[src/rtl/sinc3_pkg.sv]
package sinc3_pkg;

    typedef enum logic {
        FMT_OFFSET = 1'b0,
        FMT_SIGNED = 1'b1
    } word_fmt_e;

    localparam int unsigned NUM_STAGES = 3;

endpackage

[src/rtl/sinc3_ctrl.sv]
module sinc3_ctrl #(
    parameter int unsigned SEL_W    = 4,
    parameter int unsigned MIN_LOG2 = 4,
    parameter int unsigned MAX_LOG2 = 8,
    localparam int unsigned L_W     = $clog2(MAX_LOG2 + 1),
    localparam int unsigned CNT_W   = MAX_LOG2
) (
    input  logic             clk,
    input  logic             rst_n,
    input  logic [SEL_W-1:0] osr_sel,
    input  logic             bit_en,
    output logic             restart,
    output logic             step,
    output logic             dump,
    output logic [L_W-1:0]   lg_o,
    output logic             settled_o
);

    typedef struct packed {
        logic [CNT_W-1:0] cnt;
        logic [L_W-1:0]   lg;
        logic [1:0]       words;
        logic             settled;
    } ctrl_t;

    ctrl_t         s_d, s_q;
    logic [L_W-1:0] eff_lg;
    logic [CNT_W:0] lim;
    logic           last;

    always_comb begin
        if (int'(osr_sel) < int'(MIN_LOG2))
            eff_lg = L_W'(MIN_LOG2);
        else if (int'(osr_sel) > int'(MAX_LOG2))
            eff_lg = L_W'(MAX_LOG2);
        else
            eff_lg = L_W'(osr_sel);

        lim     = (CNT_W+1)'(1) << s_q.lg;
        last    = ({1'b0, s_q.cnt} == (lim - (CNT_W+1)'(1)));
        restart = (eff_lg != s_q.lg);
        step    = bit_en && !restart;
        dump    = step && last;

        s_d = s_q;
        if (restart) begin
            s_d.cnt     = '0;
            s_d.lg      = eff_lg;
            s_d.words   = '0;
            s_d.settled = 1'b0;
        end else if (step) begin
            s_d.cnt = last ? '0 : s_q.cnt + CNT_W'(1);
            if (last) begin
                s_d.words   = (s_q.words == 2'd3) ? 2'd3 : s_q.words + 2'd1;
                s_d.settled = s_q.settled || (s_q.words == 2'd2);
            end
        end
    end

    always_ff @(posedge clk or negedge rst_n) begin
        if (!rst_n) begin
            s_q.cnt     <= '0;
            s_q.lg      <= L_W'(MAX_LOG2);
            s_q.words   <= '0;
            s_q.settled <= 1'b0;
        end else begin
            s_q <= s_d;
        end
    end

    assign lg_o      = s_q.lg;
    assign settled_o = s_q.settled;

    // the held ratio exponent never leaves the legal window
    a_r3_lg_window: assert property (@(posedge clk) disable iff (!rst_n)
        (int'(s_q.lg) >= int'(MIN_LOG2)) && (int'(s_q.lg) <= int'(MAX_LOG2)));

    // the bit counter stays below the current ratio
    a_r2_cnt_bound: assert property (@(posedge clk) disable iff (!rst_n)
        ({1'b0, s_q.cnt} < lim));

    // the settled flag drops only through a restart
    a_r8_settle_fall: assert property (@(posedge clk) disable iff (!rst_n)
        $fell(s_q.settled) |-> $past(restart));

endmodule

[src/rtl/sinc3_integ.sv]
module sinc3_integ #(
    parameter int unsigned ACC_W = 25
) (
    input  logic             clk,
    input  logic             rst_n,
    input  logic             clear,
    input  logic             step,
    input  logic             bit_in,
    output logic [ACC_W-1:0] sum_next
);
    import sinc3_pkg::*;

    typedef struct packed {
        logic [NUM_STAGES-1:0][ACC_W-1:0] acc;
    } integ_t;

    integ_t                           s_d, s_q;
    logic [NUM_STAGES-1:0][ACC_W-1:0] upd;

    always_comb begin
        upd[0] = s_q.acc[0] + ACC_W'(bit_in);
        for (int k = 1; k < int'(NUM_STAGES); k++) begin
            upd[k] = s_q.acc[k] + upd[k-1];
        end

        s_d = s_q;
        if (clear)
            s_d.acc = '0;
        else if (step)
            s_d.acc = upd;
    end

    always_ff @(posedge clk or negedge rst_n) begin
        if (!rst_n) s_q <= '0;
        else        s_q <= s_d;
    end

    assign sum_next = upd[NUM_STAGES-1];

    // a clear empties every accumulator on the next edge
    a_r7_clear_empty: assert property (@(posedge clk) disable iff (!rst_n)
        clear |=> (s_q.acc == '0));

endmodule

[src/rtl/sinc3_comb.sv]
module sinc3_comb #(
    parameter int unsigned ACC_W = 25,
    parameter int unsigned OUT_W = 16,
    parameter int unsigned L_W   = 4
) (
    input  logic             clk,
    input  logic             rst_n,
    input  logic             clear,
    input  logic             dump,
    input  logic [ACC_W-1:0] sample,
    input  logic [L_W-1:0]   lg,
    input  logic             fmt_signed,
    output logic [OUT_W-1:0] data_o,
    output logic             valid_o
);
    import sinc3_pkg::*;

    localparam int unsigned WIDE_W = ACC_W + OUT_W;
    localparam logic [OUT_W-1:0] HALF = OUT_W'(1) << (OUT_W - 2);

    typedef struct packed {
        logic [NUM_STAGES-1:0][ACC_W-1:0] dly;
        logic [OUT_W-1:0]                 data;
        logic                             valid;
    } comb_t;

    comb_t                          s_d, s_q;
    logic [NUM_STAGES:0][ACC_W-1:0] stg;
    logic [ACC_W-1:0]               raw;
    logic [WIDE_W-1:0]              wide;
    logic [OUT_W-1:0]               off_word;
    word_fmt_e                      fmt;

    always_comb begin
        stg[0] = sample;
        for (int k = 0; k < int'(NUM_STAGES); k++) begin
            stg[k+1] = stg[k] - s_q.dly[k];
        end
        raw      = stg[NUM_STAGES];
        wide     = ({{OUT_W{1'b0}}, raw} << (OUT_W - 1)) >> (3 * lg);
        off_word = OUT_W'(wide);
        fmt      = word_fmt_e'(fmt_signed);

        s_d       = s_q;
        s_d.valid = 1'b0;
        if (clear) begin
            s_d.dly = '0;
        end else if (dump) begin
            for (int k = 0; k < int'(NUM_STAGES); k++) begin
                s_d.dly[k] = stg[k];
            end
            s_d.data  = (fmt == FMT_SIGNED) ? off_word - HALF : off_word;
            s_d.valid = 1'b1;
        end
    end

    always_ff @(posedge clk or negedge rst_n) begin
        if (!rst_n) s_q <= '0;
        else        s_q <= s_d;
    end

    assign data_o  = s_q.data;
    assign valid_o = s_q.valid;

    // a completed word never exceeds M^3 before scaling
    a_r4_raw_range: assert property (@(posedge clk) disable iff (!rst_n)
        dump |-> ({1'b0, raw} <= ((ACC_W+1)'(1) << (3 * lg))));

    // two words can never arrive on neighbouring cycles
    a_r6_single_pulse: assert property (@(posedge clk) disable iff (!rst_n)
        s_q.valid |=> !s_q.valid);

endmodule

[src/rtl/sinc3_decimator.sv]
module sinc3_decimator #(
    parameter int unsigned SEL_W    = 4,
    parameter int unsigned MIN_LOG2 = 4,
    parameter int unsigned MAX_LOG2 = 8,
    parameter int unsigned OUT_W    = 16
) (
    input  logic             clk,
    input  logic             rst_n,
    input  logic             bit_en,
    input  logic             bit_in,
    input  logic [SEL_W-1:0] osr_log2,
    input  logic             fmt_signed,
    output logic [OUT_W-1:0] data_o,
    output logic             valid_o,
    output logic             settled_o
);
    import sinc3_pkg::*;

    localparam int unsigned ACC_W = NUM_STAGES * MAX_LOG2 + 1;
    localparam int unsigned L_W   = $clog2(MAX_LOG2 + 1);

    logic             restart;
    logic             step;
    logic             dump;
    logic [L_W-1:0]   lg;
    logic [ACC_W-1:0] sum_next;

    sinc3_ctrl #(
        .SEL_W    (SEL_W),
        .MIN_LOG2 (MIN_LOG2),
        .MAX_LOG2 (MAX_LOG2)
    ) u_ctrl (
        .clk       (clk),
        .rst_n     (rst_n),
        .osr_sel   (osr_log2),
        .bit_en    (bit_en),
        .restart   (restart),
        .step      (step),
        .dump      (dump),
        .lg_o      (lg),
        .settled_o (settled_o)
    );

    sinc3_integ #(
        .ACC_W (ACC_W)
    ) u_integ (
        .clk      (clk),
        .rst_n    (rst_n),
        .clear    (restart),
        .step     (step),
        .bit_in   (bit_in),
        .sum_next (sum_next)
    );

    sinc3_comb #(
        .ACC_W (ACC_W),
        .OUT_W (OUT_W),
        .L_W   (L_W)
    ) u_comb (
        .clk        (clk),
        .rst_n      (rst_n),
        .clear      (restart),
        .dump       (dump),
        .sample     (sum_next),
        .lg         (lg),
        .fmt_signed (fmt_signed),
        .data_o     (data_o),
        .valid_o    (valid_o)
    );

    // a word only follows an edge that accepted a bit
    a_r6_after_bit: assert property (@(posedge clk) disable iff (!rst_n)
        valid_o |-> $past(bit_en));

    // no word in the cycle after a restart
    a_r7_quiet_after_restart: assert property (@(posedge clk) disable iff (!rst_n)
        $past(restart) |-> !valid_o);

    // settled rises only together with a word
    a_r8_rise_with_word: assert property (@(posedge clk) disable iff (!rst_n)
        $rose(settled_o) |-> valid_o);

    // output data only moves with a word
    a_r10_hold: assert property (@(posedge clk) disable iff (!rst_n)
        !valid_o |-> $stable(data_o));

endmodule

[config.mk]
export PLATFORM = sky130hd
export DESIGN_NAME = sinc3_decimator
export DESIGN_NICKNAME = d
export VERILOG_FILES = /design/src/rtl/sinc3_pkg.sv /design/src/rtl/sinc3_ctrl.sv /design/src/rtl/sinc3_integ.sv /design/src/rtl/sinc3_comb.sv /design/src/rtl/sinc3_decimator.sv
export SDC_FILE = /design/constraint.sdc
export NUM_CORES = 1
export LEC_CHECK = 0
export CAP_MARGIN = 20
export CORE_UTILIZATION = 55
export CTS_BUF_LIST = sky130_fd_sc_hd__clkbuf_16
export DETAILED_ROUTE_END_ITERATION = 6
export GPL_ROUTABILITY_DRIVEN = 0
export PLACE_DENSITY = 0.71
export SLEW_MARGIN = 20
export SYNTH_ARGS = -nofsm -noshare
export SYNTH_HDL_FRONTEND = slang
export SYNTH_HIERARCHICAL = 1
export SYNTH_SLANG_ARGS = --single-unit
[constraint.sdc]
create_clock -name clk -period 9.8 [get_ports clk]
set_input_delay 1.47 -clock clk [delete_from_list [all_inputs] [get_ports clk]]
set_output_delay 1.47 -clock clk [all_outputs]
set_load 0.01 [all_outputs]
==> impl_metrics.env <==
export IMPL_p_int_mw=1.788
export IMPL_die_y_um=177.2
export IMPL_viasPerCell=5.980
export IMPL_wl_mm=48.37
export IMPL_syn_num_nets=2153
export IMPL_slowest_stage="or4_4"
export IMPL_required_ns=10.14
export IMPL_fillers=2195
export IMPL_ys_ff_latch=182
export IMPL_dp_hpwl_mm=32.20
export IMPL_finalPower_mw=2.926
export IMPL_switching_share_pct=38.90
export IMPL_hold_ws_ns=0.4955
export IMPL_finalHoldViolCount=0
export IMPL_async_flop_share_pct=100.0
export IMPL_multi_input_area_mm2=0.01250
export IMPL_cts_buffers=17
export IMPL_die_area_mm2=0.03140
export IMPL_yosysTopAreaCellShare_pct=26.83
export IMPL_final_layout_size_suffix_gt1_share_pct=27.89
export IMPL_cp_end_kind="flop"
export IMPL_area_delta_synth_final_pct=29.57
export IMPL_p_switching_mw=1.138
export IMPL_grt_antenna_before_repair=0
export IMPL_mostFrequentLayoutCell="buf_4"
export IMPL_path_class="in -> reg"
export IMPL_hp_class="reg -> reg"
export IMPL_netlist_area_mm2=0.01688
export IMPL_tns_ns=0
export IMPL_cts_tree="built"
export IMPL_rsz0062_at_grt="true"
export IMPL_min_period_ns=9.762
export IMPL_diodes=0
export IMPL_clk_latency_ns=0.47
export IMPL_synth_top_area_cell="dfrtp_1"
export IMPL_final_setup_skew_ns=0.01745
export IMPL_slew_viol_final=0
export IMPL_combPwrFrac_pct=49.6
export IMPL_avgSynthCellArea_um2=8.408
export IMPL_rows=63
export IMPL_core_mm2=0.02995
export IMPL_grt_pass1_vias=15870
export IMPL_regArea_mm2=0.004556
export IMPL_power_density_mw_per_mm2=133.8
export IMPL_drc=0
export IMPL_maxCapViolations=0
export IMPL_critPathMaxFanout=5
export IMPL_tightest_slew_ns=1.028
export IMPL_port_buffers=26
export IMPL_netlist_top_cells_area="dfrtp_1 27%, ha_1 9.6%, mux2i_1 7.7%, nor2_1 5.6%, xnor2_1 4.6%"
export IMPL_placed_cells=2657
export IMPL_drt_iter0_markers=1365
export IMPL_most_common_layout_cells="391 x buf_4, 240 x nor2_1, 181 x dfrtp_1"
export IMPL_cts_root_buf="clkbuf_16"
export IMPL_fin_util_pct=73.03
export IMPL_netlist_instances=2008
export IMPL_slew_headroom_pct=31.49
export IMPL_worst_endpoint_arrival_ns=10.10
export IMPL_fin_nets=2484
export IMPL_cts_path_max_buffers=2
export IMPL_post_route_period_util_pct=99.62
export IMPL_clkPwrFrac_pct=24.6
export IMPL_fmax_mhz=102.4
export IMPL_wl_per_cell_um=17.64
export IMPL_clk_pin_slew_worst_paths_ns=0.07
export IMPL_leakagePower_nw=9.970
export IMPL_crit_path_start_kind="primary input"
export IMPL_io_pins=27
export IMPL_antenna_left=0
export IMPL_setup_viol=0
export IMPL_yosysUniqueCellTypes=107
export IMPL_vdd_drop_max_mv=0.1351
export IMPL_grt_pass1_wl_mm=75.74
export IMPL_yosysSeqAreaShare_pct=26.98
export IMPL_grt_ovfl_total=0
export IMPL_yosys_warnings=6
export IMPL_h_tree_depth=4
export IMPL_cts_sinks=182
export IMPL_synth_edf_count=0
export IMPL_final_cell_count_no_fill=2742
export IMPL_r2r_slack_ns=0.70
export IMPL_track_usage_pct=29.60
export IMPL_crit_path_max_incr_delay_ns=0.60
export IMPL_cts_hold_buffers=0
export IMPL_synthFlopType="dfrtp_1"
export IMPL_grt_max_degree=93
export IMPL_die_w_um=177.2
export IMPL_initial_utilization_pct=56.37
export IMPL_status="complete, no violations"
export IMPL_power_frac_seq_pct=25.8
export IMPL_num_vias=16400
export IMPL_dr_pass1_iters=6
[through the flow]
step | instance area, µm² | worst slack, ns
after floorplan | 16920 | 0.01066
after global placement | 19730 | -0.8794
after detailed placement | 19730 | -1.096
after CTS | 20980 | 0.1830
after global routing | 21880 | -0.3414
final | 21880 | 0.03760
[power groups by stage]
stage	Clock, mW	Combinational [mW]	Sequential [mW]
global route	0.762	1.53	0.756
floorplan	0	0.764	0.768
global placement	0	1.16	0.770
finish	0.719	1.45	0.756
detailed placement	0	1.19	0.771
CTS	0.731	1.27	0.756
[registers in the layout, indices dropped and copies added (netlist names)]
name,cells
u_integ/s_q,75
u_ctrl/settled_o,1
u_ctrl/s_q,10
u_ctrl/lg_o,4
u_comb/data_o,16
u_comb/s_q,75
u_comb/valid_o,1
[timing repair]
item / 4_1_cts / 5_1_grt
endpoints found under the setup margin: 16 / 16
gates cloned: 0 / 0
buffers inserted: 29 / 24
hold endpoints to repair: 0 / 0
gates resized for setup: 81 / 132
pin swaps: 72 / 138
[critical path: cells and delay by family]
kind,cells,cell delay (ns)
AOI/OAI and AO/OA,18,3.19
adders and majority gates,7,1.81
and+or+nand+nor,8,1.30
xor gates and xnor gates,5,1.05
buffers and inverters,5,0.71
muxes,2,0.56
[final timing paths]
kind	end	cells past startpoint	start
min reg2reg	u_integ/s_q[46]	1	u_integ/s_q[46]
min in group asynchronous	u_integ/s_q[24]	1	rst_n
max	u_comb/data_o[15]	45	bit_in
min	u_integ/s_q[46]	1	u_integ/s_q[46]
max reg2reg	u_comb/data_o[15]	44	u_integ/s_q[0]
max in group asynchronous	u_comb/s_q[46]	2	rst_n
[metal layers]
layer	vias to the layer above	routed length, µm	global-route usage (%)
li1	7850	-	-
met1	7992	20750	37.57
met2	473	24150	51.45
met3	83	2578	5.498
met4	0	891	7.256
met5	-	0	0
[cell type report]
| type | instances | area share [%] |
|---|---|---|
| tap | 390 | 2.231 |
| clock buffer | 17 | 1.945 |
| clock inverter | 15 | 0.7378 |
| inverter | 122 | 2.105 |
| timing repair buffer | 424 | 15.01 |
| multi-input combinational | 1592 | 57.15 |
| sequential | 182 | 20.82 |
[Yosys cell counts, types with 13 or more instances]
cell type / number
a211oi_1: 32
a21o_1: 42
a21oi_1: 117
a31oi_1: 22
and2_1: 14
and3_1: 34
buf_4: 25
clkbuf_1: 61
dfrtp_1: 181
ha_1: 130
inv_1: 120
mux2i_1: 130
nand2_1: 139
nand2b_1: 30
nand3_1: 43
nand4_1: 21
nor2_1: 250
nor2b_1: 20
nor3_1: 38
nor4_1: 13
o211ai_1: 29
o21a_1: 27
o21ai_0: 64
o21bai_1: 17
xnor2_1: 88
xor2_1: 63
[cell families (layout without fill, tap and decap cells)]
group	after synthesis	after routing	share of synthesized area, %
AOI/OAI and AO/OA	490	490	20.20
xor gates and xnor gates	153	153	8.137
adders and majority gates	136	136	10.35
buffers and inverters	234	578	5.936
DFF	182	182	26.98
muxes	142	142	9.041
and+or+nand+nor	671	671	19.36
Power figures use the tool's default switching activity.
